## config.mk

```make
export PLATFORM = sky130hd
export DESIGN_NAME = load_shift_reg
export DESIGN_NICKNAME = d
export VERILOG_FILES = /design/src/rtl/load_shift_pkg.sv /design/src/rtl/load_shift_ctrl.sv /design/src/rtl/load_shift_dp.sv /design/src/rtl/load_shift_reg.sv
export SDC_FILE = /design/constraint.sdc
export NUM_CORES = 1
export LEC_CHECK = 0
export BUFFER_PORTS_ARGS = -buffer_cell sky130_fd_sc_hd__buf_2
export CAP_MARGIN = 20
export CORE_AREA = 2 2 39 41
export DETAILED_ROUTE_END_ITERATION = 8
export DIE_AREA = 0 0 41 43
export GPL_TIMING_DRIVEN = 0
export HOLD_SLACK_MARGIN = 0.05
export SETUP_SLACK_MARGIN = 0.15
export SKIP_CTS_REPAIR_TIMING = 1
export SYNTH_ARGS = -nofsm -noshare
export SYNTH_HDL_FRONTEND = slang
export SYNTH_SLANG_ARGS = --single-unit
```

## constraint.sdc

```tcl
create_clock -name clk -period 0.95 [get_ports clk]
set_input_delay 0.0475 -clock clk [delete_from_list [all_inputs] [get_ports clk]]
set_output_delay 0.0475 -clock clk [all_outputs]
set_load 0.1 [all_outputs]
```

## src/rtl/load_shift_pkg.sv

```systemverilog
package load_shift_pkg;

  // Per-edge action chosen by the control and consumed by the datapath.
  typedef struct packed {
    logic loadEn;
    logic shiftEn;
  } stepStrobe_t;

endpackage

```

## src/rtl/load_shift_ctrl.sv

```systemverilog
module load_shift_ctrl
  import load_shift_pkg::*;
(
  input  logic        shiftNLoad,
  input  logic        clkInhibit,
  output stepStrobe_t strobe
);

  // Inhibit outranks both actions; the select picks one of the two.
  always_comb begin
    strobe = '0;
    if (!clkInhibit) begin
      strobe.loadEn  = !shiftNLoad;
      strobe.shiftEn = shiftNLoad;
    end
  end

endmodule

```

## src/rtl/load_shift_dp.sv

```systemverilog
module load_shift_dp
  import load_shift_pkg::*;
#(
  parameter int WIDTH = 8
) (
  input  logic             clk,
  input  logic             clrN,
  input  stepStrobe_t      strobe,
  input  logic             serIn,
  input  logic [WIDTH-1:0] parData,
  output logic [WIDTH-1:0] stageQ
);

  localparam int LAST = WIDTH - 1;

  logic [WIDTH-1:0] fillBit;
  logic [WIDTH-1:0] nextQ;

  for (genvar i = 0; i < WIDTH; i++) begin : gStage
    if (i == LAST) begin : gTail
      assign fillBit[i] = serIn;
    end else begin : gBody
      assign fillBit[i] = stageQ[i+1];
    end
    assign nextQ[i] = strobe.loadEn  ? parData[i] :
                      strobe.shiftEn ? fillBit[i] : stageQ[i];
  end

  always_ff @(posedge clk or negedge clrN) begin
    if (!clrN) stageQ <= '0;
    else       stageQ <= nextQ;
  end

endmodule

```

## src/rtl/load_shift_reg.sv

```systemverilog
module load_shift_reg
  import load_shift_pkg::*;
#(
  parameter int WIDTH = 8   // must be 2 or more
) (
  input  logic             clk,
  input  logic             clrN,
  input  logic             shiftNLoad,
  input  logic             clkInhibit,
  input  logic             serIn,
  input  logic [WIDTH-1:0] parData,
  output logic             serOut
);

  stepStrobe_t      strobe;
  logic [WIDTH-1:0] stageQ;

  load_shift_ctrl uCtrl (
    .shiftNLoad (shiftNLoad),
    .clkInhibit (clkInhibit),
    .strobe     (strobe)
  );

  load_shift_dp #(.WIDTH(WIDTH)) uDp (
    .clk     (clk),
    .clrN    (clrN),
    .strobe  (strobe),
    .serIn   (serIn),
    .parData (parData),
    .stageQ  (stageQ)
  );

  assign serOut = stageQ[0];

endmodule

```

==> flow_summary_export.csv, run 1 <==
group,metric,value,unit
run_status,run_status,"finished with violations",
run_status,violated_checks,"setup timing",
setup_path,critical_path.endpoint,"serOut",
timing,post-route-period-util,101,%
place,gpl.final_weighted_congestion,0.637,
logic_synthesis,synth_top_area_cell,"sky130_fd_sc_hd__dfrtp_1",
layout,largest_reg_by_ff_count,"uDp.stageQ",
layout,antenna_cells_inserted,0,
power,p_total,873,µW
global_routing,largest_net_degree_at_the_start_of_global_routing,11,
logic_synthesis,synth_common_cells,"sky130_fd_sc_hd__dfrtp_1 (8), sky130_fd_sc_hd__mux2i_1 (8), sky130_fd_sc_hd__nand2_1 (8), sky130_fd_sc_hd__o21ai_1 (8), sky130_fd_sc_hd__buf_6 (2)",
logic_synthesis,synth_largest_type_area_fraction,53.7,%
timing,max_freq,1040,MHz
setup_path,critPathBufInv,1,
timing,transition_time_at_the_pin_with_the_least_slew_margin,0.182,ns
logic_synthesis,synthFlopType,"sky130_fd_sc_hd__dfrtp_1",
timing,fin_ws,-0.0122,ns
layout,layoutNonFillerInstCount,67,
clock_network,cts.sinks,8,
logic_synthesis,synth_fa_ha_area_share,0,%
logic_synthesis,synth_enable_flop_cells,0,
setup_path,required_time_at_the_worst_slack_endpoint,0.90,ns
layout,area.growth.synth_to_final,36.2,%
layout,largest_reg_flops,8,
power,share_clk_of_total_power,31.7,%
timing,setup-tns-final,-0.0122,ns
logic_synthesis,synth_warnings,0,
layout,share_of_the_core_filled_with_cells,36.7,%
logic_synthesis,synthDistinctLibCells,5,
setup_path,criticalPathCategory,"reg -> out",
die,placement_rows,14,
global_routing,grt_first_pass_wirelength,1190,µm
clock_network,root_buffer_cell,"sky130_fd_sc_hd__clkbuf_4",
setup_path,rr_worst_depth,2,
power,vdd_ir_drop_max,0.000539,V
logic_synthesis,synth_top_family_by_area,"multiplexers",
setup_path,path_depth,1,
power,switching_power,241,µW
global_routing,grt.total_usage,10.4,%
setup_path,cp_top_family,"flip-flops",
logic_synthesis,synth_compound_area_share,10.7,%
die,io_pins,14,
detailed_routing,vias,299,
timing,min_period,0.962,ns
detailed_routing,ant_nets,0,
logic_synthesis,synth.ff_latch_count,8,
logic_synthesis,ys_seq_area_share,53.7,%
global_routing,grt_antenna_before_repair,0,
setup_path,worstPathCellList,"buf_12",
setup_path,timing.critical_path.from,"uDp.stageQ[0]",
die,die_area,1760,µm²
place,dp_hpwl,532,µm
logic_synthesis,synth_area,373,µm²
min_path,min_path_type,"in -> reg",
place,numPortBuffers,12,
detailed_routing,routedWlPerCell,11.1,µm
timing,fin_hold_ws,0.0752,ns
logic_synthesis,post_synth_net_total,47,
power,combinationalPowerShare,21.2,%
die,floorplan.initialDensity,26.9,%
setup_path,rr_endpoint,"uDp.stageQ[0]",
global_routing,via_count_of_the_first_global_routing_pass,300,
detailed_routing,detailedRoute.firstIterationViolations,0,
setup_path,arrival,0.91,ns
logic_synthesis,syn-mean-instance-area,11.0,µm²
clock_network,cts-buffers-inserted,3,
setup_path,setup.worst_path.end_class,"primary output",
setup_path,worstPathMaxFanout,2,
power,seq_power_share,47.1,%
layout,reg_top3,"uDp.stageQ x8",
setup_path,critPathMaxStageDelay,0.49,ns
detailed_routing,avgViaCountPerCell,4.46,
die,core-area,1380,µm²
job,cap_violations,0,
detailed_routing,detail_route.first_pass.iterations,1,
logic_synthesis,synth.area.mux_share,21.5,%
global_routing,globalRoute.totalOverflow,0,
setup_path,r2r_start,"uDp.stageQ[0]",
clock_network,clkLatencyLatePin,0.25,ns
logic_synthesis,post_synth_and_or_nand_nor_area_fraction,8.05,%
logic_synthesis,synth_async_sr_flop_share,100,%
detailed_routing,route.detailed.drc,0,
logic_synthesis,synth-xor-area-share,0,%
logic_synthesis,synth.top_cells.by_area,"sky130_fd_sc_hd__dfrtp_1 (54%), sky130_fd_sc_hd__mux2i_1 (21%), sky130_fd_sc_hd__o21ai_1 (11%), sky130_fd_sc_hd__nand2_1 (8.1%), sky130_fd_sc_hd__buf_6 (6.0%)",
power,p_int,633,µW
timing,maxSlewHeadroom,87.8,%
timing,slew_violations,0,
timing,setup_viol_count_final,1,
setup_path,cp_slowest_cell,"sky130_fd_sc_hd__dfrtp_4",
clock_network,cts-root-to-sink-buffers,2,
power,switching_share,27.6,%
power,power_leakage,0.253,nW
setup_path,timing.reg2reg.setup_slack,0.22,ns
detailed_routing,drt_wl_total,741,µm
clock_network,clock_transition_at_the_registers_of_the_reported_paths,0.06,ns
power,power.density_cell_area,1720,nW/µm²
place,placed_cells,62,
timing,final.setup_skew,0.00211,ns
clock_network,clock_tree_from_tritoncts,"yes",
setup_path,worst_setup_path_start_kind,"register",
timing,grt_setup_unrepaired,"yes",
layout,drive_above_1_share,35.3,%
die,dieHeight,43,µm
timing,timing_hold_violations_final,0,
die,chipWidth,41,µm
logic_synthesis,synthCells,34,
clock_network,clock_tree.htree_level_count,1,
layout,fin_nets,65,
logic make-up (layout without fill, tap and decap cells):
logic type / count (synthesis) / count (layout)
compound gates: 8 / 8
buf+inv: 2 / 19
flops: 8 / 8
mux: 8 / 8
simple gates: 8 / 8
stage by stage:
step / area, µm² / setup WS (ns)
floorplan: 377 / 0.0864
global placement: 457 / 0.105
detailed placement: 457 / 0.105
CTS: 483 / -0.178
global route: 508 / -0.0434
finish: 508 / -0.0122
power by group through the flow:
stage               Combinational (mW)  Sequential, mW  Clock, mW
floorplan                       0.0745           0.452          0
global placement                 0.165           0.411          0
detailed placement               0.167           0.414          0
CTS                              0.167           0.407      0.297
global route                     0.206           0.417      0.315
finish                           0.185           0.411      0.277
worst min path at each step:
stage | start | endpoint | slack, ns | cells past startpoint
finish | parData[3] | uDp.stageQ[3] | 0.08 | 3
floorplan | clrN | uDp.stageQ[1] | -0.25 | 0
detailed placement | clrN | uDp.stageQ[0] | -0.1 | 1
global placement | clrN | uDp.stageQ[0] | -0.10 | 1
CTS | clrN | uDp.stageQ[0] | -0.38 | 1
global route | clkInhibit | uDp.stageQ[0] | 0.09 | 2
final cells by class:
class | instances | area, µm²
plain buffers | 2 | 22.5
clock buffers | 4 | 26.3
fillers | 152 | 876
multi-input cells | 24 | 150
flip-flops and latches | 8 | 204
well taps | 16 | 20.0
repair buffers | 13 | 85.1
cell usage in the layout, fill, tap and decap left out, drive strengths merged:
master	count
nand2	8
o21ai	8
buf	14
mux2i	8
dlygate4sd3	1
clkbuf	4
dfrtp	8
routing by layer:
metal	vias up	share of wire, %	GRT usage (%)
met2	11	47	15.6
li1	152	-	-
met5	-	0	0
met4	0	1.5	6.00
met3	2	6.7	4.71
met1	134	45	11.5
Power figures use the tool's default switching activity.
==> run 2, diff against run 1 <==
Settings changed: ABC_CLOCK_PERIOD_IN_PS set to 900, SKIP_LAST_GASP set to 1.
Clock period 0.95 ns to 0.9 ns, I/O delays scaled along.
==> run 2 against run 1 <==
Critical endpoint unchanged. Critical path depth unchanged. The run still ends with setup timing left. Count of clock-buffer cells in the layout unchanged. Setup slack worse by 0.048 ns. Core utilization unchanged. Non-clock buffer count unchanged. Clock power up 6%.
==> flow_summary_export.csv, run 2 (synthesized netlist as in run 1, its figures left out) <==
group,metric,value,unit
power,power.density_cell_area,1810,nW/µm²
layout,fin_nets,65,
layout,most_common_cell_after_layout_fill_and_taps_aside,"sky130_fd_sc_hd__buf_2",
global_routing,grt_antenna_before_repair,0,
clock_network,clock_tree_from_tritoncts,"yes",
setup_path,required_time_at_the_worst_slack_endpoint,0.85,ns
detailed_routing,drt_wl_total,741,µm
layout,area.growth.synth_to_final,36.2,%
power,combinationalPowerShare,21.2,%
detailed_routing,vias,299,
layout,mostFrequentLayoutCells,"sky130_fd_sc_hd__buf_2 (11), sky130_fd_sc_hd__mux2i_1 (8), sky130_fd_sc_hd__nand2_1 (8), sky130_fd_sc_hd__o21ai_1 (8), sky130_fd_sc_hd__dfrtp_1 (7)",
die,floorplan.initialDensity,26.9,%
detailed_routing,avgViaCountPerCell,4.46,
setup_path,worstPathMaxFanout,2,
die,die_area,1760,µm²
setup_path,rr_endpoint,"uDp.stageQ[0]",
layout,antenna_cells_inserted,0,
setup_path,cp_slowest_cell,"sky130_fd_sc_hd__dfrtp_4",
timing,grt_setup_unrepaired,"yes",
power,power_leakage,0.253,nW
detailed_routing,ant_nets,0,
clock_network,clock_transition_at_the_registers_of_the_reported_paths,0.06,ns
setup_path,cp_top_family,"flip-flops",
clock_network,cts-buffers-inserted,3,
global_routing,globalRoute.totalOverflow,0,
timing,timing_hold_violations_final,0,
global_routing,largest_net_degree_at_the_start_of_global_routing,11,
layout,fill_cells,152,
timing,fin_ws,-0.0597,ns
setup_path,arrival,0.91,ns
place,post_dp_cell_area,457,µm²
min_path,worstHoldEndpoint,"uDp.stageQ[3]",
layout,multi_input_comb_area,150,µm²
clock_network,clkLatencyLatePin,0.25,ns
min_path,hold_start,"parData[3]",
setup_path,critPathMaxStageDelay,0.49,ns
clock_network,cts-root-to-sink-buffers,2,
timing,min_period,0.960,ns
power,switching_share,27.6,%
timing,setup-tns-final,-0.0597,ns
detailed_routing,routedWlPerCell,11.1,µm
layout,largest_reg_flops,8,
setup_path,criticalPathCategory,"reg -> out",
min_path,min_path_cells,3,
clock_network,cts.sinks,8,
setup_path,rr_worst_depth,2,
die,core-area,1380,µm²
min_path,min_path_type,"in -> reg",
power,switching_power,254,µW
timing,post-route-period-util,107,%
place,dp_hpwl,532,µm
timing,transition_time_at_the_pin_with_the_least_slew_margin,0.182,ns
die,io_pins,14,
global_routing,via_count_of_the_first_global_routing_pass,300,
detailed_routing,detail_route.first_pass.iterations,1,
place,gpl.final_weighted_congestion,0.637,
detailed_routing,detailedRoute.firstIterationViolations,0,
power,p_int,668,µW
setup_path,worstPathCellList,"buf_12",
timing,setup_viol_count_final,1,
timing,max_freq,1040,MHz
layout,finalInstanceArea,508,µm²
job,cap_violations,0,
run_status,run_status,"finished with violations",
run_status,violated_checks,"setup timing",
place,numPortBuffers,12,
power,vdd_ir_drop_max,0.000569,V
power,seq_power_share,47.1,%
setup_path,timing.reg2reg.setup_slack,0.17,ns
setup_path,worst_setup_path_start_kind,"register",
die,placement_rows,14,
clock_network,root_buffer_cell,"sky130_fd_sc_hd__clkbuf_4",
global_routing,grt.total_usage,10.4,%
layout,largest_reg_by_ff_count,"uDp.stageQ",
place,pre_cts_slack,0.0573,ns
layout,drive_above_1_share,35.3,%
setup_path,setup.worst_path.end_class,"primary output",
detailed_routing,route.detailed.drc,0,
timing,maxSlewHeadroom,87.8,%
setup_path,critPathBufInv,1,
die,chipWidth,41,µm
clock_network,clock_tree.htree_level_count,1,
global_routing,grt_first_pass_wirelength,1190,µm
layout,regArea,204,µm²
die,dieHeight,43,µm
layout,reg_top3,"uDp.stageQ x8",
timing,slew_violations,0,
timing,final.setup_skew,0.00211,ns
setup_path,r2r_start,"uDp.stageQ[0]",
power,share_clk_of_total_power,31.7,%
==> run 2: metrics by stage <==
stage	utilization [%]	instances	hold slack, ns	power, mW
2_1_floorplan	-	34	-0.251	0.556
3_3_place_gp	33.0	62	-0.104	0.608
3_5_place_dp	33.0	62	-0.101	0.613
4_1_cts	34.9	66	-0.379	0.920
5_1_grt	36.7	67	0.0858	0.990
6_report	36.7	67	0.0727	0.922
==> run 2: cell type report <==
cell class	count	area share, %
Sequential cell	8	40.1
Multi-Input combinational cell	24	29.6
Timing Repair Buffer	13	16.7
Clock buffer	4	5.17
Buffer	2	4.43
Tap cell	16	3.94
==> run 2: routing by layer <==
metal / routed length [µm] / track usage, %
met1: 331 / 11.5
met2: 348 / 15.6
met3: 50 / 4.71
met4: 11 / 6.00
met5: 0 / 0
==> run 2: worst max-delay path by stage <==
stage,start,depth (start not counted),end
global placement,uDp.stageQ[0],1,serOut
finish,uDp.stageQ[0],1,serOut
global route,uDp.stageQ[0],1,serOut
detailed placement,uDp.stageQ[0],1,serOut
CTS,uDp.stageQ[0],1,serOut
floorplan,uDp.stageQ[0],2,uDp.stageQ[0]
==> run 2: power by group through the flow <==
stage	sequential, mW	clock, mW	combinational [mW]
after detailed placement	0.437	0	0.176
after global routing	0.440	0.333	0.217
after floorplan	0.477	0	0.0786
after global placement	0.434	0	0.174
after CTS	0.430	0.313	0.176
final	0.434	0.293	0.195
